$ cat config.mk
export PLATFORM = sky130hd
export DESIGN_NAME = frame_start_gate
export DESIGN_NICKNAME = d
export VERILOG_FILES = /design/src/rtl/fsg_pkg.sv /design/src/rtl/fsg_line_sampler.sv /design/src/rtl/fsg_rx_gate.sv /design/src/rtl/fsg_tx_gate.sv /design/src/rtl/frame_start_gate.sv
export SDC_FILE = /design/constraint.sdc
export NUM_CORES = 1
export LEC_CHECK = 0
export BUFFER_PORTS_ARGS = -buffer_cell sky130_fd_sc_hd__buf_4
export CAP_MARGIN = 20
export CORE_ASPECT_RATIO = 0.9
export CORE_MARGIN = 4
export CORE_UTILIZATION = 49
export CTS_CLUSTER_DIAMETER = 80
export DETAILED_ROUTE_END_ITERATION = 6
export GPL_TIMING_DRIVEN = 0
export PLACE_DENSITY_LB_ADDON = 0.12
export SYNTH_ARGS = -nofsm -noshare
export SYNTH_HDL_FRONTEND = slang
export SYNTH_SLANG_ARGS = --single-unit
$ cat constraint.sdc
create_clock -name clk -period 1.3 [get_ports clk]
set_clock_uncertainty 0.05 [all_clocks]
set_input_delay 0.13 -clock clk [delete_from_list [all_inputs] [get_ports clk]]
set_output_delay 0.13 -clock clk [all_outputs]
set_load 0.05 [all_outputs]
$ cat src/rtl/fsg_pkg.sv
// fsg_pkg: shared state types and constants for the frame start gating controller.
// Assumes: single bit-clock domain for all state.
package fsg_pkg;

    // Width of the sync-length selector field.
    localparam int SEL_W = 2;

    typedef enum logic [0:0] {
        RX_IDLE = 1'b0,
        RX_RUN  = 1'b1
    } rx_state_t;

    typedef enum logic [1:0] {
        TX_IDLE  = 2'd0,
        TX_WAIT  = 2'd1,
        TX_RUN   = 2'd2,
        TX_DRAIN = 2'd3
    } tx_state_t;

endpackage

$ cat src/rtl/fsg_line_sampler.sv
// fsg_line_sampler: brings one handshake line into the bit-clock domain.
// With async_sel=1 the line passes through STAGES flops. With async_sel=0 the
// line is assumed synchronous to clk and is passed straight through.
// Assumes: STAGES >= 1.
module fsg_line_sampler #(
    parameter int STAGES = 2
) (
    input  logic clk,
    input  logic rst_n,
    input  logic async_sel,
    input  logic line_in,
    output logic line_out
);

    logic [STAGES-1:0] chain;

    // Shift the raw line through the synchronizer chain.
    always_ff @(posedge clk) begin
        if (!rst_n) begin
            chain <= '0;
        end else begin
            chain[0] <= line_in;
            for (int i = 1; i < STAGES; i++) begin
                chain[i] <= chain[i-1];
            end
        end
    end

    // Pick the synchronized or the direct view of the line.
    always_comb begin
        line_out = async_sel ? chain[STAGES-1] : line_in;
    end

endmodule

$ cat src/rtl/fsg_rx_gate.sv
// fsg_rx_gate: receive-side frame gating driven by the sampled carrier-detect line.
// Pulse mode: the first high level starts an endless stream.
// Envelope mode: the frame lasts while the line is high. A new frame needs the
// line low for MIN_GAP clocks first.
// Assumes: line is already in the clk domain. clear forces idle without an end strobe.
module fsg_rx_gate
    import fsg_pkg::*;
#(
    parameter int MIN_GAP = 3
) (
    input  logic clk,
    input  logic rst_n,
    input  logic clear,
    input  logic env_mode,
    input  logic line,
    output logic bit_en,
    output logic sof,
    output logic eof
);

    localparam int GAP_W = $clog2(MIN_GAP + 1);
    localparam logic [GAP_W-1:0] GAP_MAX = GAP_W'(MIN_GAP);

    rx_state_t        state, nxt;
    logic [GAP_W-1:0] gap_cnt;
    logic             gap_ok;
    logic             start_ok;

    // Decide whether the line may open a frame now.
    always_comb begin
        gap_ok   = (gap_cnt >= GAP_MAX);
        start_ok = line && (!env_mode || gap_ok);
    end

    // Next-state logic for the receive gate.
    always_comb begin
        nxt = state;
        unique case (state)
            RX_IDLE: if (!clear && start_ok) nxt = RX_RUN;
            RX_RUN: begin
                if (clear)                 nxt = RX_IDLE;
                else if (env_mode && !line) nxt = RX_IDLE;
            end
            default: nxt = RX_IDLE;
        endcase
    end

    // State register and registered strobes.
    always_ff @(posedge clk) begin
        if (!rst_n) begin
            state <= RX_IDLE;
            sof   <= 1'b0;
            eof   <= 1'b0;
        end else begin
            state <= nxt;
            sof   <= (state == RX_IDLE) && (nxt == RX_RUN);
            eof   <= (state == RX_RUN) && (nxt == RX_IDLE) && !clear;
        end
    end

    // Count the low clocks of the line, saturating at the minimum gap.
    always_ff @(posedge clk) begin
        if (!rst_n) begin
            gap_cnt <= GAP_MAX;
        end else if (line) begin
            gap_cnt <= '0;
        end else if (!gap_ok) begin
            gap_cnt <= gap_cnt + 1'b1;
        end
    end

    // The enable follows the running state.
    always_comb begin
        bit_en = (state == RX_RUN);
    end

endmodule

$ cat src/rtl/fsg_tx_gate.sv
// fsg_tx_gate: transmit-side gating. Raises request-to-send for queued data and
// waits for the sampled clear-to-send line. In envelope mode it ends each frame on
// the last bit or on clear-to-send loss and then holds request-to-send one more clock.
// It also flags a forced-zero first bit when request-to-send led clear-to-send.
// Assumes: line is already in the clk domain. clear forces idle at once.
module fsg_tx_gate
    import fsg_pkg::*;
(
    input  logic clk,
    input  logic rst_n,
    input  logic clear,
    input  logic env_mode,
    input  logic line,
    input  logic pending,
    input  logic last,
    output logic bit_en,
    output logic sof,
    output logic eof,
    output logic zero_first,
    output logic rts
);

    tx_state_t state, nxt;
    logic      rts_led;

    // Next-state logic for the transmit gate.
    always_comb begin
        nxt = state;
        unique case (state)
            TX_IDLE: if (!clear && pending) nxt = TX_WAIT;
            TX_WAIT: begin
                if (clear)     nxt = TX_IDLE;
                else if (line) nxt = TX_RUN;
            end
            TX_RUN: begin
                if (clear)                          nxt = TX_IDLE;
                else if (env_mode && (!line || last)) nxt = TX_DRAIN;
            end
            TX_DRAIN: nxt = TX_IDLE;
            default:  nxt = TX_IDLE;
        endcase
    end

    // State register and registered strobes.
    always_ff @(posedge clk) begin
        if (!rst_n) begin
            state      <= TX_IDLE;
            sof        <= 1'b0;
            eof        <= 1'b0;
            zero_first <= 1'b0;
        end else begin
            state      <= nxt;
            sof        <= (state != TX_RUN) && (nxt == TX_RUN);
            eof        <= (state == TX_RUN) && (nxt == TX_DRAIN);
            zero_first <= (state == TX_WAIT) && (nxt == TX_RUN) && rts_led;
        end
    end

    // Remember whether clear-to-send was low while request-to-send was up.
    always_ff @(posedge clk) begin
        if (!rst_n) begin
            rts_led <= 1'b0;
        end else if (state == TX_IDLE) begin
            rts_led <= !line;
        end else if (state == TX_WAIT) begin
            rts_led <= rts_led || !line;
        end
    end

    // Decode the enable and request-to-send from the state.
    always_comb begin
        bit_en = (state == TX_RUN);
        rts    = (state == TX_WAIT) || (state == TX_RUN) || (state == TX_DRAIN);
    end

endmodule

$ cat src/rtl/frame_start_gate.sv
// frame_start_gate: top of the serial frame start gating controller. Samples both
// handshake lines, holds both gates idle unless the sync-length selector is zero, and
// returns them to idle for a clock whenever any configuration input changes.
// Assumes: one bit clock for everything; configuration is quasi-static.
module frame_start_gate
    import fsg_pkg::*;
#(
    parameter int SYNC_STAGES = 2,
    parameter int MIN_GAP     = 3
) (
    input  logic             clk,
    input  logic             rst_n,
    input  logic [SEL_W-1:0] cfg_sync_sel,
    input  logic             cfg_rx_env,
    input  logic             cfg_tx_env,
    input  logic             cfg_rx_async,
    input  logic             cfg_tx_async,
    input  logic             cd_line,
    input  logic             cts_line,
    input  logic             tx_pending,
    input  logic             tx_last,
    output logic             rx_bit_en,
    output logic             rx_sof,
    output logic             rx_eof,
    output logic             tx_bit_en,
    output logic             tx_sof,
    output logic             tx_eof,
    output logic             tx_zero_first,
    output logic             rts_line
);

    localparam int CFG_W = SEL_W + 4;

    logic [CFG_W-1:0] cfg_vec, cfg_q;
    logic             kill;
    logic             cd_s, cts_s;

    // Gather the configuration into one word for change detection.
    always_comb begin
        cfg_vec = {cfg_sync_sel, cfg_rx_env, cfg_tx_env, cfg_rx_async, cfg_tx_async};
        kill    = (cfg_vec != cfg_q) || (cfg_sync_sel != '0);
    end

    // Keep last cycle's configuration to spot mode changes.
    always_ff @(posedge clk) begin
        if (!rst_n) cfg_q <= '0;
        else        cfg_q <= cfg_vec;
    end

    fsg_line_sampler #(.STAGES(SYNC_STAGES)) i_cd_smp (
        .clk      (clk),
        .rst_n    (rst_n),
        .async_sel(cfg_rx_async),
        .line_in  (cd_line),
        .line_out (cd_s)
    );

    fsg_line_sampler #(.STAGES(SYNC_STAGES)) i_cts_smp (
        .clk      (clk),
        .rst_n    (rst_n),
        .async_sel(cfg_tx_async),
        .line_in  (cts_line),
        .line_out (cts_s)
    );

    fsg_rx_gate #(.MIN_GAP(MIN_GAP)) i_rx (
        .clk     (clk),
        .rst_n   (rst_n),
        .clear   (kill),
        .env_mode(cfg_rx_env),
        .line    (cd_s),
        .bit_en  (rx_bit_en),
        .sof     (rx_sof),
        .eof     (rx_eof)
    );

    fsg_tx_gate i_tx (
        .clk       (clk),
        .rst_n     (rst_n),
        .clear     (kill),
        .env_mode  (cfg_tx_env),
        .line      (cts_s),
        .pending   (tx_pending),
        .last      (tx_last),
        .bit_en    (tx_bit_en),
        .sof       (tx_sof),
        .eof       (tx_eof),
        .zero_first(tx_zero_first),
        .rts       (rts_line)
    );

endmodule

* After elaboration in Yosys (flattened, before gate mapping)
Cells that the tools add are included.
** Storage, ports and cells
- Register bits after elaboration :: 21
- Input bits :: 12
** Operators by class
- $add $sub $neg :: 1
- Order comparisons :: 1
- Eq/ne operators :: 8
- Muxes and demuxes :: 16
- Bitwise operators :: 2
- Reduce and logical (&&, ||, !) cells :: 25
** Operator list (count)
- 2-bit two-way mux :: 7
- 1-bit logical AND :: 12
- 2-bit equality test (second input constant) :: 4
- 2-bit one-hot mux with 4 select lines :: 1
- 1-bit two-way mux :: 7
- 1-bit logical OR :: 6
- 6-bit != test :: 1
- 1-bit zero test :: 4
- 2-bit nonzero test :: 2
- 2-bit by 1-bit adder with 2-bit output (second input constant) :: 1
- 2-bit by 1-bit equality test with 1-bit output (second input constant) :: 1
- 2-bit greater-or-equal comparator (second input constant) :: 1
- 2-bit zero test :: 1
- 2-bit by 1-bit != test with 1-bit output (second input constant) :: 1
- 2-bit != test (second input constant) :: 1
- 1-bit NOT :: 2
- 1-bit one-hot mux with 2 select lines :: 1

* Logic depth before layout (Yosys ltp)
Gate-level depths: netlist of the first run.
- Word-level depth :: 10
- Depth in mapped cells :: 4
- Gate-level depth less buffers :: 4

* Hierarchy
A second synthesis of the first run with hierarchy kept.
** Second synthesis, totals
- Cell total of the unflattened synthesis :: 70
- Area total of the unflattened synthesis :: 780.7 um^2
** By module, submodules not included
- fsg_tx_gate :: instances 1, cells each 23, area an instance 241.5 um^2, seq. area each 120.1 um^2
- frame_start_gate :: instances 1, cells each 19, area an instance 210.2 um^2, seq. area each 120.1 um^2
- fsg_rx_gate :: instances 1, cells each 18, area an instance 193.9 um^2, seq. area each 100.1 um^2
- fsg_line_sampler :: instances 2, cells each 5, area an instance 67.6 um^2, seq. area each 40.0 um^2

* Least setup slack after synthesis of the first run
No wires, ideal clock.
- Path kind :: flip-flop to flip-flop
- Start :: register i_tx.state[0]
- End :: register i_tx.eof
- Arrival time :: 1.080 ns
- Setup slack :: 0.078 ns
- Stages on the path, launching flop included :: 5
- Path buffers :: 0
- Cell sequence :: dfxtp_1 > nand2b_1 > inv_1 > nand2_1 > nor4_1
** RTL lines
- start, declared :: RTL line fsg_tx_gate.sv:23 : tx_state_t state, nxt;
- start signal, assigned :: RTL line fsg_tx_gate.sv:52 : state <= nxt;
- 2-bit equality test *
- via tx_bit_en :: RTL line frame_start_gate.sv:25 : output logic tx_bit_en,
- 2-bit one-hot mux with 4 select lines :: RTL line fsg_tx_gate.sv:29 : unique case (state)
- 2-bit equality test :: RTL line fsg_tx_gate.sv:54 : eof <= (state == TX_RUN) && (nxt == TX_DRAIN);
- 1-bit logical AND * :: RTL line fsg_tx_gate.sv:54
- end signal, assigned :: RTL line fsg_tx_gate.sv:54
- end, declared :: RTL line fsg_tx_gate.sv:18 : output logic eof,
Mark *: on every way through the listed nets, which the timed path passes. The rest lies on a longest branch.
A chain may end at the register's enable or synchronous reset.

* Final worst setup path of the first run
- Start :: register i_tx.state[0]
- End :: output rts_line
** Between the ends
- Word-level cells in the longest chain between the ends :: 3
** RTL lines
- 2-bit by 1-bit equality test with 1-bit output or 2-bit equality test (tied branches) :: RTL line fsg_tx_gate.sv:73 : rts = (state == TX_WAIT) || (state == TX_RUN) || (state == TX_DRAIN);
- 1-bit logical OR :: RTL line fsg_tx_gate.sv:73
- 1-bit logical OR * :: RTL line fsg_tx_gate.sv:73
- end, declared :: RTL line frame_start_gate.sv:29 : output logic rts_line
Every way passes the cells marked *; elsewhere a longest branch is shown, timed or not.

==> results.md, run 1 <==
* Number of vias per cell at slightly above 5
* Clock slew at reported path FFs at about 0.11 ns
* Gpl congestion at around 0.72
* Final Hold Vio Count at 0
* DR WL/cell at 12.68 um
* Asr flop ratio synth at 0
* Initial antenna violation count at 0
* # DRC at 0
* Area share of the largest cell type after synthesis at 0.5325
* Root Buffer: clkbuf_4
* Cells after Synth at 71
* Leading area contributor after synthesis: dfxtp_1
* Layout cells sized above 1 at 0.4200
* TritonRoute pass-1 iters at 4
* Reg2Reg Setup Slack at approximately 0.057 ns
* Cts bufs inserted at 3
* Sw frac at 0.2426
* Post-DRT Antenna Nets at 0
* Die H at between 40 and 50 um
* Fin crit share at 0.9563
* Largest net degree at the start of global routing at 12
* Dominant cell by count in the synthesized netlist: dfxtp_1
* Hold_sp: cfg_rx_env
* WP depth at 2
* Placed Area at 959.7 um2
* CP arrival at approximately 1.1 ns
* Drt total wl at roughly 1500 um
* Hold Slack at between 0.01 and 0.015 ns
* Critical-path maximum fanout at 6
* Post-synth EDFFs at 0
* Netlist cell types at 26
* Crit Path Class: flop to output pin
* Hold path depth at 2
* Die area at around 0.0023 mm2
* Reg2Reg Depth at 4
* Deepest level of the CTS H-tree at 1
* Hold Path Sink: i_rx.bit_en
* Seq/Total Area, Yosys at 0.5325
* Inserted Diodes at 0
* WP data required at between 1 and 1.5 ns
* Slew Limit Fails at 0
* Slowest cell on crit path: dfxtp_2
* First-pass GRT wire length at between 2000 and 3000 um
* Status: complete, no violations
* Slew HR at 0.7772
* CP bufs+invs at 1
* Number of clock sinks at 21
* Slew @ Worst Pin at around 0.33 ns
* Leak Pwr at between 0.4 and 0.5 nW
* Row count at 13
* Top delay family on crit path: flip-flops
* Min Tclk post-route at 1.243 ns
* 1st-iter DRT viols at 9
* Netlist Area Pre-Place at between 700 and 800 um2
* DP HPWL at 1092 um
* Crit. End Element: output pin
* Crit-path cells: or2_4, buf_8
* FILL cells at around 110
* Synthesized Nets at 84
* Most common library cells after synthesis: dfxtp_1, and2_1, xnor2_1
* Clk_lat worst skew at 0.30 ns
* Clock Path Buffers at 2
* Syn-to-layout area delta at 42.47%
* Synth area leaders: dfxtp_1, and2_1, xnor2_1, mux2_4, nor4_2
* Initial core utilization at 0.5334
* Internal power at 0.9040 mW
* Peak Freq at approximately 0.8 GHz
* IO buf count at 19
* Detailed-route via count at 616
* FF-to-FF Start: i_rx.gap_cnt[0]
* Tot GR Track Use at 0.1528
* Clock power frac at 0.253
* Final cell count without fillers at 122
* Sequential share of power at 0.586
* Final Cell Area at 0.001125 mm2
* Max Cap Violations at 0
* TNS Setup at 0 ns
* Vias in the first global route at 574
* Avg Cell Area, Syn at ~11 um2
* Placed cell count at about 110
* Power per Cell Area at 1061 mW/mm2
* Crit path from: i_tx.state[0]
* Synth Flop Type: dfxtp_1
* Critical Path Max Stage Delay at 0.36 ns
* Io pins at 20
* CTS tree: done
* Critical path launch point type: flop
* Reg2reg end: i_rx.bit_en
* Die X at roughly 50 um
* Synth Register Bits at 21
* Final setup viols at 0
* GRT overflow at 0
* Fin nets at 114
* Comb pwr share at 0.161
* Net Switching at 0.2896 mW
* Synthesis Warnings at 0
* Hold WC Path Type: input port to flop
* Core area at 0.001480 mm2
* Worst vdd ir at between 0.0009 and 0.001 V
worst reg2reg max path: stages (launching register included):
cell	delay, ns
dfxtp_2	0.36
ha_2	0.20
nand2b_1	0.13
a21oi_1	0.08
a2111oi_2	0.33
per-stage QoR:
stage	power, mW	utilization	worst slack, ns
final	1.194	0.7599	0.05677
after global routing	1.254	0.7599	-0.007998
after CTS	1.174	0.7177	0.005066
after detailed placement	0.8700	0.6484	-0.05397
after global placement	0.8622	0.6484	-0.001806
after floorplan	0.8125	-	0.07790
worst max-delay path by stage:
stage,end,slack [ns]
after detailed placement,i_rx.bit_en,-0.05
after global routing,i_tx.eof,-0.008
after floorplan,i_tx.eof,0.08
final,rts_line,0.06
after global placement,i_rx.bit_en,-0.002
after CTS,tx_bit_en,0.005
power by group through the flow:
| stage | combinational [mW] | clock, mW | sequential (mW) |
|---|---|---|---|
| after detailed placement | 0.160 | 0 | 0.710 |
| after CTS | 0.173 | 0.308 | 0.693 |
| after global placement | 0.155 | 0 | 0.707 |
| after floorplan | 0.107 | 0 | 0.705 |
| final | 0.192 | 0.302 | 0.700 |
| after global routing | 0.210 | 0.341 | 0.703 |
cells in the final DEF, fill, tap and decap left out, types with 2 or more instances in the layout:
| cell type | n |
|---|---|
| nand2_1 | 2 |
| nor3_1 | 3 |
| nor4_1 | 2 |
| mux2_4 | 2 |
| xnor2_2 | 2 |
| mux2i_1 | 2 |
| clkbuf_4 | 3 |
| clkbuf_1 | 2 |
| nor4_4 | 2 |
| dfxtp_1 | 17 |
| o21ai_0 | 2 |
| and2_1 | 10 |
| dlygate4sd3_1 | 4 |
| xnor2_1 | 2 |
| nand2b_1 | 3 |
| inv_1 | 2 |
| dfxtp_2 | 3 |
| buf_4 | 19 |
routing by layer:
metal,GRT usage,wire length [um],up-vias,share of wire
li1,-,-,308,-
met1,0.1723,671,286,0.43
met2,0.2656,760,18,0.49
met3,0.06472,94,4,0.061
met4,0.04839,21,0,0.014
met5,0,0,-,0
state kept, by name, indices dropped and copies added (netlist names):
| signal | flops |
|---|---|
| i_rx.gap_cnt | 2 |
| cfg_q | 6 |
| i_rx.bit_en | 1 |
| i_cd_smp.chain | 2 |
| i_tx.state | 2 |
| i_tx.rts_led | 1 |
| i_tx.sof | 1 |
| i_rx.eof | 1 |
| i_cts_smp.chain | 2 |
| i_tx.zero_first | 1 |
| i_tx.eof | 1 |
| i_rx.sof | 1 |
final cells by class:
type | count | area [um2] | share of cell area
Sequential cell | 21 | 427.9 | 0.3804
Multi-Input combinational cell | 47 | 422.9 | 0.3760
Timing Repair Buffer | 25 | 209.0 | 0.1858
Tap cell | 22 | 27.53 | 0.02447
Clock buffer | 4 | 26.28 | 0.02336
Inverter | 2 | 7.507 | 0.006674
Buffer | 1 | 3.754 | 0.003337
cell families (layout without fill, tap and decap cells):
logic type | count (synthesis) | in the layout | share of synthesized area
DFF | 21 | 21 | 0.5325
adders and majority gates | 1 | 1 | 0.01585
buffers and inverters | 3 | 32 | 0.01426
muxes | 4 | 4 | 0.06339
xor gates and xnor gates | 5 | 5 | 0.05546
and+or+nand+nor | 30 | 30 | 0.2536
AOI/OAI and AO/OA | 7 | 7 | 0.06498
repair_timing:
| item | in CTS | in global routing |
|---|---|---|
| resized for setup | 7 | 12 |
| endpoints found under the hold margin | 4 | 0 |
| setup endpoints to repair | 4 | 9 |
| pin swaps | 0 | 4 |
| buffers inserted | 2 | 0 |
| gates cloned | 0 | 0 |
| hold buffers | 4 | 0 |
Note: power is estimated with default switching activity, not from simulation.
==> inputs of run 2 (changes only) <==
ABC_AREA = 1   (was not set)
CORE_UTILIZATION = 51   (was 49)
==> run 2 against run 1 <==
Compared with the run above:
- critical path depth grew 8
- non-clock buffer count is 2 higher
- die area is 6.5% higher
- final area up 5.6%
- count of clock-buffer cells in the layout is the same
- register-to-register slack gained 0.06 ns
- first-iteration DRC count fell by 33%
- sequential power shrank 0.6%
- worst hold slack improved by 0.017 ns
- sequential share of layout area decreased by 2.4 points
- core utilization shrank 4.6 points
- largest power group unchanged
==> results.md, run 2 <==
* Core area at 0.001664 mm2 (+12%)
* Crit-path cells: dlygate4sd3_1, buf_4, nand2_1, nand2_1, nand2_1, nand2_1, nand2_1, nand3_2, nand2_2, nor2_1
* Netlist Area Pre-Place at 885.9 um2 (+12%)
* Final setup viols at 0 (unchanged)
* Largest Register: cfg_q
* Largest net degree at the start of global routing at 12 (unchanged)
* Status: complete, no violations
* Hold WC Path Type: input port to flop
* Root Buffer: clkbuf_4
* CP arrival at 1.38 ns (+0.32 ns)
* Slew Limit Fails at 0 (unchanged)
* Most frequent cells in the layout: nand2_1, inv_1, dfxtp_1
* Clk_lat worst skew at 0.30 ns (about the same)
* Final Cell Area at 0.001187 mm2 (+5.6%)
* Crit Path Class: input port to flop
* Area share of the largest cell type after synthesis at 0.4746 (-0.05791)
* Syn-to-layout area delta at 34.04%
* DP HPWL at 1169 um (+7.1%)
* Slew @ Worst Pin at 0.4251 ns (+0.09086 ns)
* Layout cells sized above 1 at 0.3046 (-0.1154)
* CTS tree: done
* Synth Register Bits at 21 (unchanged)
* Row count at 14 (+1)
* Initial core utilization at 0.5323 (-0.001058)
* Final core occ at 0.7135 (-0.04640)
* Leak Pwr at 0.6229 nW (+35%)
* Critical-path maximum fanout at 2 (-4)
* Clock Path Buffers at 2 (unchanged)
* Adder-cell share of the synthesized area at 0.01412 (-0.001724)
* RSZ-0062 raised after global routing: no
* Final Hold Vio Count at 0 (unchanged)
* # DRC at 0 (unchanged)
* Max FFs per register at 6 (unchanged)
* Synth Area in Compound Gates at 0.03955 (-0.02543)
* Seq/Total Area, Yosys at 0.4746 (-0.05791)
* Post-synth EDFFs at 0 (unchanged)
* Inserted Diodes at 0 (unchanged)
* Sequential share of power at 0.579 (-0.007)
* Drt total wl at 1503 um (-2.8%)
* WP data required at 1.45 ns (+0.33 ns)
* Design Power at 1.202 mW (+0.68%)
* Top delay family on crit path: buffers and inverters
* Tot GR Track Use at 0.1433 (-0.009479)
* Critical Path Max Stage Delay at 0.54 ns (+0.18 ns)
* CP bufs+invs at 2 (+1)
* Peak Freq at 0.8166 GHz (+1.5%)
* Crit. End Element: flop
* Main combinational cell family by area after synthesis: simple AND/OR/NAND/NOR gates
* Cts bufs inserted at 3 (unchanged)
* Clock slew at reported path FFs at 0.11 ns (about the same)
* Synthesized Nets at 133 (+58%)
* Io pins at 20 (unchanged)
* XOR/XNOR Fraction of Synth Area at 0.009887 (-0.04558)
* Placed Area at 0.001061 mm2 (+11%)
* Max Cap Violations at 0 (unchanged)
* Net Switching at 0.3050 mW (+5.3%)
* Dominant cell by count in the synthesized netlist: nand2_1
* Mux cell area share after synthesis at 0 (-0.06339)
* Cells after Synth at 120 (+69%)
* Number of clock sinks at 21 (unchanged)
* Power per Cell Area at 1012 mW/mm2 (-4.6%)
* GRT overflow at 0 (unchanged)
* Fin nets at 165 (+45%)
* TritonRoute pass-1 iters at 4 (unchanged)
* Gpl congestion at 0.7061 (-2.4%)
* CP most frequent cell: nand2_1
* First-pass GRT wire length at 2553 um (-0.51%)
* Die H at 47.54 um (+3.2%)
* Deepest level of the CTS H-tree at 1 (unchanged)
* Avg Cell Area, Syn at 7.382 um2 (-34%)
* Clock power frac at 0.255 (+0.002)
* Detailed-route via count at 752 (+22%)
* IO buf count at 19 (unchanged)
* Fin crit share at 0.9419 (-0.01439)
* Die X at 51.93 um (+3.2%)
* Synthesis Warnings at 0 (unchanged)
* Commonest non-fill, non-tap cell in the layout: nand2_1
* Asr flop ratio synth at 0 (unchanged)
* Vias in the first global route at 639 (+11%)
* Netlist cell types at 20 (-23%)
* Sw frac at 0.2538 (+0.01117)
* Leading area contributor after synthesis: dfxtp_1
* Worst vdd ir at 0.0008643 V (-6.7%)
* Simple logic cell fraction of the synthesized area at 0.3390 (+0.08542)
* Post-DRT Antenna Nets at 0 (unchanged)
* Min Tclk post-route at 1.225 ns (-0.01870 ns)
* Comb pwr share at 0.166 (+0.005)
* Number of vias per cell at 4.297 (-15%)
* Critical path launch point type: input port
* Slowest cell on crit path: dlygate4sd3_1
* Initial antenna violation count at 0 (unchanged)
* DR WL/cell at 8.589 um (-32%)
* Most common library cells after synthesis: nand2_1, inv_1, dfxtp_1
* TNS Setup at 0 ns (unchanged)
* Slew HR at 0.7166 (-0.06058)
* Die area at 0.002469 mm2 (+6.5%)
* Synth Flop Type: dfxtp_1
* Synth area leaders: dfxtp_1, nand2_1, inv_1, nor2_1, nor2_4
* 1st-iter DRT viols at 6 (-3)
* Internal power at 0.8968 mW (-0.81%)
run 2: worst reg2reg max path, cell delays in order, from the launching register on:
cell	delay, ns
dfxtp_2	0.35
inv_1	0.04
nand2_1	0.06
nand2_2	0.06
nor2_4	0.13
nand2_1	0.07
nor2_2	0.11
nand3_2	0.09
nand2_2	0.08
nor2_1	0.04
run 2: worst paths after layout:
check                                          to              start  depth (start not counted)  slack (ns)
worst max-delay path              i_tx.zero_first           cts_line                         10        0.08
worst min-delay path            i_cd_smp.chain[0]              rst_n                          3        0.03
worst max register to register    i_tx.zero_first           cfg_q[3]                          9        0.12
worst min register to register  i_cd_smp.chain[1]  i_cd_smp.chain[0]                          2        0.37
run 2: cell type report:
cell class / count / area, um2
fill: 143 / 476.7
sequential: 21 / 422.9
multi-input combinational: 70 / 372.9
timing repair buffer: 27 / 226.5
inverter: 28 / 105.1
tap: 24 / 30.03
clock buffer: 4 / 26.28
buffer: 1 / 3.754
run 2: what timing repair did:
action / in CTS / in global routing
gates resized for setup: 2 / 7
hold buffers: 8 / 0
endpoints found under the hold margin: 8 / 0
setup endpoints to repair: 1 / 4
pin swaps: 0 / 0
buffers inserted: 0 / 0
run 2: cell families (layout without fill, tap and decap cells):
kind of cell	Yosys count	after routing
adders and majority gates	1	1
xor gates and xnor gates	1	1
and+or+nand+nor	62	62
DFF	21	21
AOI/OAI and AO/OA	6	6
buffers and inverters	29	60
run 2: metal layers:
| layer | vias to the layer above | routed length [um] | track usage |
|---|---|---|---|
| li1 | 411 | - | - |
| met1 | 323 | 690 | 0.1746 |
| met2 | 14 | 720 | 0.2356 |
| met3 | 4 | 67 | 0.03738 |
| met4 | 0 | 25 | 0.07853 |
| met5 | - | 0 | 0 |
run 2: metrics by stage:
| stage | instances | hold slack (ns) | setup WS, ns |
|---|---|---|---|
| 3_3_place_gp | 163 | 0.2678 | 0.1196 |
| 5_1_grt | 175 | 0.04414 | 0.003181 |
| 2_1_floorplan | 120 | 0.1735 | 0.008713 |
| 6_report | 175 | 0.02918 | 0.07548 |
| 3_5_place_dp | 163 | 0.2772 | 0.08573 |
| 4_1_cts | 175 | 0.02281 | 0.02802 |
run 2: power groups by stage:
stage	sequential (mW)	clock (mW)	combinational, mW
5_1_grt	0.703	0.354	0.230
3_3_place_gp	0.709	0	0.168
4_1_cts	0.696	0.317	0.195
2_1_floorplan	0.707	0	0.121
3_5_place_dp	0.711	0	0.175
6_report	0.696	0.306	0.199
